**src/rtl/sar_ctl_pkg.sv**
```systemverilog
package sar_ctl_pkg;

    typedef enum logic [2:0] {
        ST_OFF,
        ST_ACQ,
        ST_DELAY,
        ST_CONV,
        ST_HOLD,
        ST_PDOWN
    } seq_state_t;

    typedef struct packed {
        logic [1:0] clk_sel;
        logic [2:0] chan;
        logic       go;
        logic       spare;
        logic       en;
    } ctrl_t;

    localparam logic [1:0] ADDR_CTRL = 2'd0;
    localparam logic [1:0] ADDR_PCFG = 2'd1;
    localparam logic [1:0] ADDR_RES  = 2'd2;
    localparam logic [1:0] ADDR_FLAG = 2'd3;

    localparam logic [1:0] CLK_RC = 2'b11;

endpackage

```
**src/rtl/sar_ctl_regs.sv**
```systemverilog
module sar_ctl_regs
    import sar_ctl_pkg::*;
#(
    parameter int RES_W  = 8,
    parameter int PCFG_W = 3
) (
    input  logic              clk,
    input  logic              rst_n,
    input  logic [1:0]        bus_addr,
    input  logic              bus_wr,
    input  logic [7:0]        bus_wdata,
    output logic [7:0]        bus_rdata,
    input  logic              trig,
    input  logic              go_clr,
    input  logic              done_load,
    input  logic [RES_W-1:0]  done_data,
    output ctrl_t             ctrl_o,
    output logic [PCFG_W-1:0] pcfg_o,
    output logic              flag_o
);

    localparam int PCFG_PAD = 8 - PCFG_W;
    localparam int RES_PAD  = 8 - RES_W;

    ctrl_t             ctrl_q;
    logic [PCFG_W-1:0] pcfg_q;
    logic [RES_W-1:0]  res_q;
    logic              flag_q;

    logic ctrl_wr, pcfg_wr, res_wr, flag_wr;

    always_comb begin
        ctrl_wr = bus_wr && (bus_addr == ADDR_CTRL);
        pcfg_wr = bus_wr && (bus_addr == ADDR_PCFG);
        res_wr  = bus_wr && (bus_addr == ADDR_RES);
        flag_wr = bus_wr && (bus_addr == ADDR_FLAG);
    end

    always_ff @(posedge clk or negedge rst_n) begin
        if (!rst_n) begin
            ctrl_q <= '0;
            pcfg_q <= '0;
            flag_q <= 1'b0;
        end else begin
            if (ctrl_wr) begin
                ctrl_q.clk_sel <= bus_wdata[7:6];
                ctrl_q.chan    <= bus_wdata[5:3];
                ctrl_q.spare   <= bus_wdata[1];
                ctrl_q.en      <= bus_wdata[0];
            end
            if (go_clr || !ctrl_q.en) begin
                ctrl_q.go <= 1'b0;
            end else if (trig) begin
                ctrl_q.go <= 1'b1;
            end else if (ctrl_wr) begin
                ctrl_q.go <= bus_wdata[2];
            end
            if (pcfg_wr) begin
                pcfg_q <= bus_wdata[PCFG_W-1:0];
            end
            if (done_load) begin
                flag_q <= 1'b1;
            end else if (flag_wr && !bus_wdata[0]) begin
                flag_q <= 1'b0;
            end
        end
    end

    // the result register is deliberately left out of reset
    always_ff @(posedge clk) begin
        if (done_load) begin
            res_q <= done_data;
        end else if (res_wr) begin
            res_q <= bus_wdata[RES_W-1:0];
        end
    end

    always_comb begin
        unique case (bus_addr)
            ADDR_CTRL: bus_rdata = ctrl_q;
            ADDR_PCFG: bus_rdata = {{PCFG_PAD{1'b0}}, pcfg_q};
            ADDR_RES:  bus_rdata = {{RES_PAD{1'b0}}, res_q};
            default:   bus_rdata = {7'd0, flag_q};
        endcase
    end

    assign ctrl_o = ctrl_q;
    assign pcfg_o = pcfg_q;
    assign flag_o = flag_q;


    result_load_chk: assert property (@(posedge clk) disable iff (!rst_n)
        done_load |=> (res_q == $past(done_data)) && flag_q && !ctrl_q.go);


    result_keep_chk: assert property (@(posedge clk) disable iff (!rst_n)
        (!done_load && !res_wr) |=> $stable(res_q));


    go_blocked_chk: assert property (@(posedge clk) disable iff (!rst_n)
        (!ctrl_q.en && !ctrl_wr) |=> !ctrl_q.go);


    flag_sticky_chk: assert property (@(posedge clk) disable iff (!rst_n)
        (flag_q && !(flag_wr && !bus_wdata[0])) |=> flag_q);

endmodule

```
**src/rtl/sar_bit_clk.sv**
```systemverilog
module sar_bit_clk
    import sar_ctl_pkg::*;
#(
    parameter int DIV_A = 2,
    parameter int DIV_B = 8,
    parameter int DIV_C = 32
) (
    input  logic       clk,
    input  logic       rst_n,
    input  logic       run,
    input  logic       clr,
    input  logic [1:0] sel,
    input  logic       rc_tick,
    output logic       tick
);

    localparam int MAX_AB = (DIV_A > DIV_B) ? DIV_A : DIV_B;
    localparam int MAX_D  = (MAX_AB > DIV_C) ? MAX_AB : DIV_C;
    localparam int CW     = (MAX_D > 2) ? $clog2(MAX_D) : 1;

    logic [CW-1:0] cnt_q;
    logic [CW-1:0] lim;
    logic          at_lim;

    always_comb begin
        unique case (sel)
            2'd0:    lim = CW'(DIV_A - 1);
            2'd1:    lim = CW'(DIV_B - 1);
            2'd2:    lim = CW'(DIV_C - 1);
            default: lim = '0;
        endcase
        at_lim = (cnt_q >= lim);
    end

    always_ff @(posedge clk or negedge rst_n) begin
        if (!rst_n) begin
            cnt_q <= '0;
        end else if (!run || clr || at_lim) begin
            cnt_q <= '0;
        end else begin
            cnt_q <= cnt_q + 1'b1;
        end
    end

    assign tick = run && ((sel == CLK_RC) ? rc_tick : at_lim);


    tick_spacing_chk: assert property (@(posedge clk) disable iff (!rst_n)
        (tick && sel != CLK_RC) |=> (!tick || sel == CLK_RC));

endmodule

```
**src/rtl/sar_seq_fsm.sv**
```systemverilog
module sar_seq_fsm
    import sar_ctl_pkg::*;
#(
    parameter int INSTR_CLKS = 4,
    parameter int HOLD_TICKS = 2
) (
    input  logic       clk,
    input  logic       rst_n,
    input  logic       en,
    input  logic       go,
    input  logic [1:0] clk_sel,
    input  logic       sleep_req,
    input  logic       irq_en,
    input  logic       eng_done,
    input  logic       tick,
    output logic       sample_en,
    output logic       pwr_on,
    output logic       conv_start,
    output logic       div_clr,
    output logic       done_load,
    output logic       go_clr,
    output logic       wake_req
);

    localparam int DLY_W  = $clog2(INSTR_CLKS + 1);
    localparam int HOLD_W = $clog2(HOLD_TICKS + 1);

    seq_state_t        state_q, state_d;
    logic [DLY_W-1:0]  dly_q;
    logic [HOLD_W-1:0] hold_q;
    logic              start_q;
    logic              wake_q;
    logic              use_rc;
    logic              sleep_abort;

    assign use_rc = (clk_sel == CLK_RC);

    // next-state decision
    always_comb begin
        state_d = state_q;
        if (!en) begin
            state_d = ST_OFF;
        end else begin
            unique case (state_q)
                ST_OFF: state_d = ST_ACQ;
                ST_ACQ: begin
                    if (sleep_req)   state_d = ST_PDOWN;
                    else if (go)     state_d = use_rc ? ST_DELAY : ST_CONV;
                end
                ST_DELAY: begin
                    if (!go)                                  state_d = ST_HOLD;
                    else if (dly_q == DLY_W'(INSTR_CLKS - 1)) state_d = ST_CONV;
                end
                ST_CONV: begin
                    if (!go)                    state_d = ST_HOLD;
                    else if (eng_done)          state_d = (sleep_req && use_rc && !irq_en) ? ST_PDOWN : ST_HOLD;
                    else if (sleep_req && !use_rc) state_d = ST_PDOWN;
                end
                ST_HOLD: begin
                    if (tick && hold_q == HOLD_W'(HOLD_TICKS - 1)) state_d = ST_ACQ;
                end
                ST_PDOWN: begin
                    if (!sleep_req) state_d = ST_ACQ;
                end
                default: state_d = ST_OFF;
            endcase
        end
    end

    // state register and phase counters
    always_ff @(posedge clk or negedge rst_n) begin
        if (!rst_n) begin
            state_q <= ST_OFF;
            dly_q   <= '0;
            hold_q  <= '0;
            start_q <= 1'b0;
            wake_q  <= 1'b0;
        end else begin
            state_q <= state_d;
            start_q <= (state_d == ST_CONV) && (state_q != ST_CONV);
            wake_q  <= done_load && sleep_req && irq_en;
            if (state_q != ST_DELAY) dly_q <= '0;
            else                     dly_q <= dly_q + 1'b1;
            if (state_q != ST_HOLD)  hold_q <= '0;
            else if (tick)           hold_q <= hold_q + 1'b1;
        end
    end

    // outputs
    always_comb begin
        sample_en   = (state_q == ST_ACQ);
        pwr_on      = !(state_q inside {ST_OFF, ST_PDOWN});
        done_load   = (state_q == ST_CONV) && en && go && eng_done;
        sleep_abort = (state_q == ST_CONV) && go && !eng_done && sleep_req && !use_rc;
        go_clr      = done_load || sleep_abort || (state_q == ST_OFF);
        div_clr     = (state_q != state_d);
        conv_start  = start_q;
        wake_req    = wake_q;
    end


    rc_delay_chk: assert property (@(posedge clk) disable iff (!rst_n)
        (state_q == ST_CONV && $past(state_q) == ST_ACQ) |-> $past(clk_sel) != CLK_RC);


    hold_wait_chk: assert property (@(posedge clk) disable iff (!rst_n)
        (state_q == ST_HOLD && !tick) |=> (state_q == ST_HOLD || state_q == ST_OFF));


    sleep_abort_chk: assert property (@(posedge clk) disable iff (!rst_n)
        (state_q == ST_CONV && en && go && sleep_req && !eng_done && !use_rc) |=> state_q == ST_PDOWN);


    wake_cause_chk: assert property (@(posedge clk) disable iff (!rst_n)
        wake_req |-> $past(sleep_req && irq_en && eng_done));

endmodule

```
**src/rtl/sar_ctl_seq.sv**
```systemverilog
module sar_ctl_seq
    import sar_ctl_pkg::*;
#(
    parameter int RES_W      = 8,
    parameter int PCFG_W     = 3,
    parameter int DIV_A      = 2,
    parameter int DIV_B      = 8,
    parameter int DIV_C      = 32,
    parameter int INSTR_CLKS = 4,
    parameter int HOLD_TICKS = 2
) (
    input  logic              clk,
    input  logic              rst_n,
    input  logic [1:0]        bus_addr,
    input  logic              bus_wr,
    input  logic [7:0]        bus_wdata,
    output logic [7:0]        bus_rdata,
    input  logic              evt_trig,
    input  logic              sleep_req,
    input  logic              irq_en,
    input  logic              rc_tick,
    input  logic              eng_done,
    input  logic [RES_W-1:0]  eng_data,
    output logic [2:0]        chan_sel,
    output logic [PCFG_W-1:0] port_cfg,
    output logic              sample_en,
    output logic              conv_start,
    output logic              bit_tick,
    output logic              pwr_on,
    output logic              irq_flag,
    output logic              wake_req
);

    ctrl_t ctrl;
    logic  go_clr, done_load, div_clr, tick;

    sar_ctl_regs #(
        .RES_W  (RES_W),
        .PCFG_W (PCFG_W)
    ) u_regs (
        .clk       (clk),
        .rst_n     (rst_n),
        .bus_addr  (bus_addr),
        .bus_wr    (bus_wr),
        .bus_wdata (bus_wdata),
        .bus_rdata (bus_rdata),
        .trig      (evt_trig),
        .go_clr    (go_clr),
        .done_load (done_load),
        .done_data (eng_data),
        .ctrl_o    (ctrl),
        .pcfg_o    (port_cfg),
        .flag_o    (irq_flag)
    );

    sar_bit_clk #(
        .DIV_A (DIV_A),
        .DIV_B (DIV_B),
        .DIV_C (DIV_C)
    ) u_bitclk (
        .clk     (clk),
        .rst_n   (rst_n),
        .run     (pwr_on),
        .clr     (div_clr),
        .sel     (ctrl.clk_sel),
        .rc_tick (rc_tick),
        .tick    (tick)
    );

    sar_seq_fsm #(
        .INSTR_CLKS (INSTR_CLKS),
        .HOLD_TICKS (HOLD_TICKS)
    ) u_fsm (
        .clk        (clk),
        .rst_n      (rst_n),
        .en         (ctrl.en),
        .go         (ctrl.go),
        .clk_sel    (ctrl.clk_sel),
        .sleep_req  (sleep_req),
        .irq_en     (irq_en),
        .eng_done   (eng_done),
        .tick       (tick),
        .sample_en  (sample_en),
        .pwr_on     (pwr_on),
        .conv_start (conv_start),
        .div_clr    (div_clr),
        .done_load  (done_load),
        .go_clr     (go_clr),
        .wake_req   (wake_req)
    );

    assign chan_sel = ctrl.chan;
    assign bit_tick = tick;

endmodule

```
**config.mk**
```make
export PLATFORM = sky130hd
export DESIGN_NAME = sar_ctl_seq
export DESIGN_NICKNAME = d
export VERILOG_FILES = /design/src/rtl/sar_ctl_pkg.sv /design/src/rtl/sar_ctl_regs.sv /design/src/rtl/sar_bit_clk.sv /design/src/rtl/sar_seq_fsm.sv /design/src/rtl/sar_ctl_seq.sv
export SDC_FILE = /design/constraint.sdc
export NUM_CORES = 1
export LEC_CHECK = 0
export CAP_MARGIN = 20
export CORE_MARGIN = 5
export CORE_UTILIZATION = 50
export CTS_CLUSTER_SIZE = 10
export DETAILED_ROUTE_END_ITERATION = 7
export GPL_ROUTABILITY_DRIVEN = 0
export PLACE_DENSITY = 0.88
export SYNTH_ARGS = -nofsm -noshare
export SYNTH_HDL_FRONTEND = slang
export SYNTH_HIERARCHICAL = 1
export SYNTH_SLANG_ARGS = --single-unit
export TNS_END_PERCENT = 1
```
**constraint.sdc**
```tcl
create_clock -name clk -period 3.4 [get_ports clk]
set_clock_uncertainty 0.05 [all_clocks]
set_input_delay 0.68 -clock clk [delete_from_list [all_inputs] [get_ports clk]]
set_output_delay 0.68 -clock clk [all_outputs]
set_load 0.05 [all_outputs]
```
==> summary.md <==
| Metric | Value |
|---|---|
| Number of warnings reported in the yosys synthesis log | 6 |
| Die Ht | 74.3 um |
| Via density | 5.58 |
| Post-CTS sizing | 0 |
| Cells along the critical path | inv_1, ha_1, ha_1, nand2_1, o21ai_1, a31oi_1, a21oi_2, buf_4, buf_12 |
| Combined area of all synthesized cells | 2060 um2 |
| Vias in the first global route | 1627 |
| Post-route non-filler standard cell count | 290 |
| Endpoint class of the critical path | output pin |
| Arrival time reported for the critical path endpoint | 2.35 ns |
| Post-synth EDFFs | 8 |
| DRC violation count after routing | 0 |
| Met3 wirelength from detailed routing | 220 um |
| Post-layout total power | 1.45 mW |
| Floorplan row count | 23 |
| Shortest period the worst path allows | 3.08 ns |
| Maximum frequency from static timing analysis | 324 MHz |
| Number of antenna violations at the first check in global routing | 0 |
| Hold Vio Cnt, Final | 0 |
| Die span in x | 74.3 um |
| CTS HTree Levels | 2 |
| Top cell by count, worst path | ha_1 |
| Clk_lat worst skew | 0.29 ns |
| Cell count after synthesis | 187 |
| Critical path's slowest cell | dfrtp_1 |
| Number of buffers created by CTS | 5 |
| Largest vdd supply drop | 0.000326 V |
| Placed Cells | 282 |
| Deepest clock path buffer count | 2 |
| Commonest non-fill, non-tap cell in the layout | clkdlybuf4s50_1 |
| Highest cell delay on the worst timing path | 0.46 ns |
| Die area | 5510 um2 |
| Initial drt markers | 123 |
| Count of buffering cells on the critical path with inverters included | 3 |
| Ratio of total power to cell area | 525 nW/um2 |
| CP Data Required Time | 2.67 ns |
| Number of nets with antenna violations after routing | 0 |
| Synthesized area per cell | 11.0 um2 |
| Number of I/O port buffers | 45 |
| Routed length per placed instance | 16.3 um |
| Post-CTS Setup Inserts | 0 |
| All-Layer GR Usage | 0.183 |
| Max-cap violations | 0 |
| Grt ovf | 0 |
| Startpoint-to-endpoint class of the critical path | reg2out |
| Top Layer Used | met4 |
| Ys flop type | dfrtp_1 |
| Number of synthesized register bits | 35 |
| Share of final-layout standard cells stronger than drive strength 1 | 0.229 |
| Wire length of the first global-routing pass | 7600 um |
| CTS Hold Bufs | 0 |
| Number of inserted diodes | 0 |
| Share of the yosys chip area belonging to registers | 0.444 |
| TritonCTS clock tree | yes |
| CTS Root Buffer Type | clkbuf_8 |
| Tcrit/Tclk final | 0.907 |
| Total Routed Length | 4710 um |
| Total via count after detailed routing | 1619 |
| DRT met1 WL | 1940 um |
| Post-Syn Nets | 224 |
| Synth-to-layout area growth | 33.4% |
| Number of nets in the layout | 276 |
| Max Fanout on Critical Path | 7 |
| Initial standard-cell utilization of the core | 0.516 |
| Total leakage power | 1.13 nW |
| Status | finished, final reports clean |
| Slew at the pin closest to its max-slew limit | 0.552 ns |
| Clk pin slew, worst setup/hold paths | 0.07 ns |
| Startpoint types | register |
| Max-slew violation count | 0 |
| Largest net degree at the start of global routing | 28 |
| First-pass DRT Iterations | 4 |
| Type of the worst min-delay path | reg2reg |
| RSZ-0062 raised after global routing | false |
| Sinks on Clock Net | 35 |
| Hold slack final | 0.383 ns |
| Top Ports | 46 |
| Kind of cell adding the most delay to the critical path | adder cells |
| Fraction of the core area covered by cells at the end of the flow | 0.688 |
| Setup TNS | 0 ns |
| Most used cells in the layout excluding fill and tap cells | clkdlybuf4s50_1, dfrtp_1, mux2_2 |
| Core footprint | 4000 um2 |
| Setup violation total in the final timing report | 0 |
| Slew Limit Headroom | 0.631 |
| Detailed placement HPWL | 3570 um |
| Wire length on met2 | 2490 um |
| Number of distinct standard cells referenced by the synthesized netlist | 48 |
| Final-layout fill cell count | 300 |
| Fraction of synthesis flops using an asynchronous set or reset pin | 0.771 |
synth_stat cells (all sizes together), types with 2 or more instances:
library cell | number | area (um2)
a21o | 3 | 22.5
nor2 | 18 | 70.1
dfrtp | 27 | 676
a31oi | 3 | 18.8
nor2b | 3 | 21.3
a21boi | 2 | 15.0
a21oi | 6 | 33.8
nand3 | 5 | 30.0
mux2i | 7 | 70.1
nor3b | 2 | 26.3
a221oi | 3 | 45.0
xor2 | 2 | 17.5
nor3 | 2 | 15.0
edfxtp | 8 | 240
o21ai | 10 | 50.1
buf | 6 | 38.8
nand2b | 5 | 31.3
inv | 11 | 41.3
nand2 | 11 | 41.3
a211oi | 2 | 15.0
mux2 | 18 | 203
ha | 11 | 138
nand3b | 4 | 30.0
xnor2 | 3 | 26.3
registers in the layout, indices dropped and copies added, names as in the netlist:
name,cells
u_bitclk/cnt_q,5
u_fsm/conv_start,1
u_fsm/dly_q,3
u_fsm/hold_q,2
u_fsm/state_q,3
u_fsm/wake_req,1
u_regs/ctrl_o,8
u_regs/flag_o,1
u_regs/pcfg_o,3
u_regs/res_q,8
per-stage QoR:
step                      worst slack, ns  instance area (um2)
after floorplan                    0.0176                 2060
after global placement              0.395                 2660
after detailed placement            0.275                 2660
after CTS                           0.143                 2750
after global routing               0.0804                 2750
final                               0.315                 2750
logic make-up after synthesis:
family          share of synthesized area
flops                               0.444
xor+xnor                           0.0212
compound gates                      0.128
fa+ha+maj                          0.0667
simple gates                        0.159
buf+inv                            0.0388
mux                                 0.143
where the power goes:
part | internal (mW) | total (mW) | switching [mW]
Combinational | 0.265 | 0.603 | 0.338
Clock | 0.142 | 0.296 | 0.153
Sequential | 0.474 | 0.548 | 0.0738
Total | 0.881 | 1.45 | 0.565
final timing paths:
check,start,end,slack (ns),depth (start not counted)
max in group asynchronous,rst_n,u_bitclk/cnt_q[0]$_DFF_PN0_,2.33,2
min in group asynchronous,rst_n,u_regs/pcfg_o[0]$_DFFE_PN0P_,0.71,2
min reg2reg,u_fsm/dly_q[0]$_DFF_PN0_,u_fsm/dly_q[0]$_DFF_PN0_,0.38,1
max reg2reg,u_regs/ctrl_o[6]$_DFFE_PN0P_,u_bitclk/cnt_q[4]$_DFF_PN0_,0.32,14
max,u_regs/ctrl_o[6]$_DFFE_PN0P_,bit_tick,0.32,9
min,u_fsm/dly_q[0]$_DFF_PN0_,u_fsm/dly_q[0]$_DFF_PN0_,0.38,1
layer usage:
| layer | vias up | global-route usage |
|---|---|---|
| met5 | - | 0 |
| met4 | 0 | 0.0474 |
| li1 | 779 | - |
| met1 | 782 | 0.221 |
| met3 | 4 | 0.0459 |
| met2 | 54 | 0.328 |
worst reg2reg max path, delay by kind of cell (launching register included):
kind	cells	cell delay [ns]
compound gates	8	1.35
fa+ha+maj	2	0.62
buf+inv	1	0.07
flops	1	0.46
simple gates	3	0.46
layout make-up:
class                           count  area [um2]  area share
Inverter                           11        41.3      0.0150
Clock inverter                      3        20.0     0.00727
Timing Repair Buffer               51         573       0.208
Sequential cell                    35         916       0.333
Multi-Input combinational cell    135        1070       0.389
Tap cell                           50        62.6      0.0227
Clock buffer                        5        68.8      0.0250
Power figures use the tool's default switching activity.
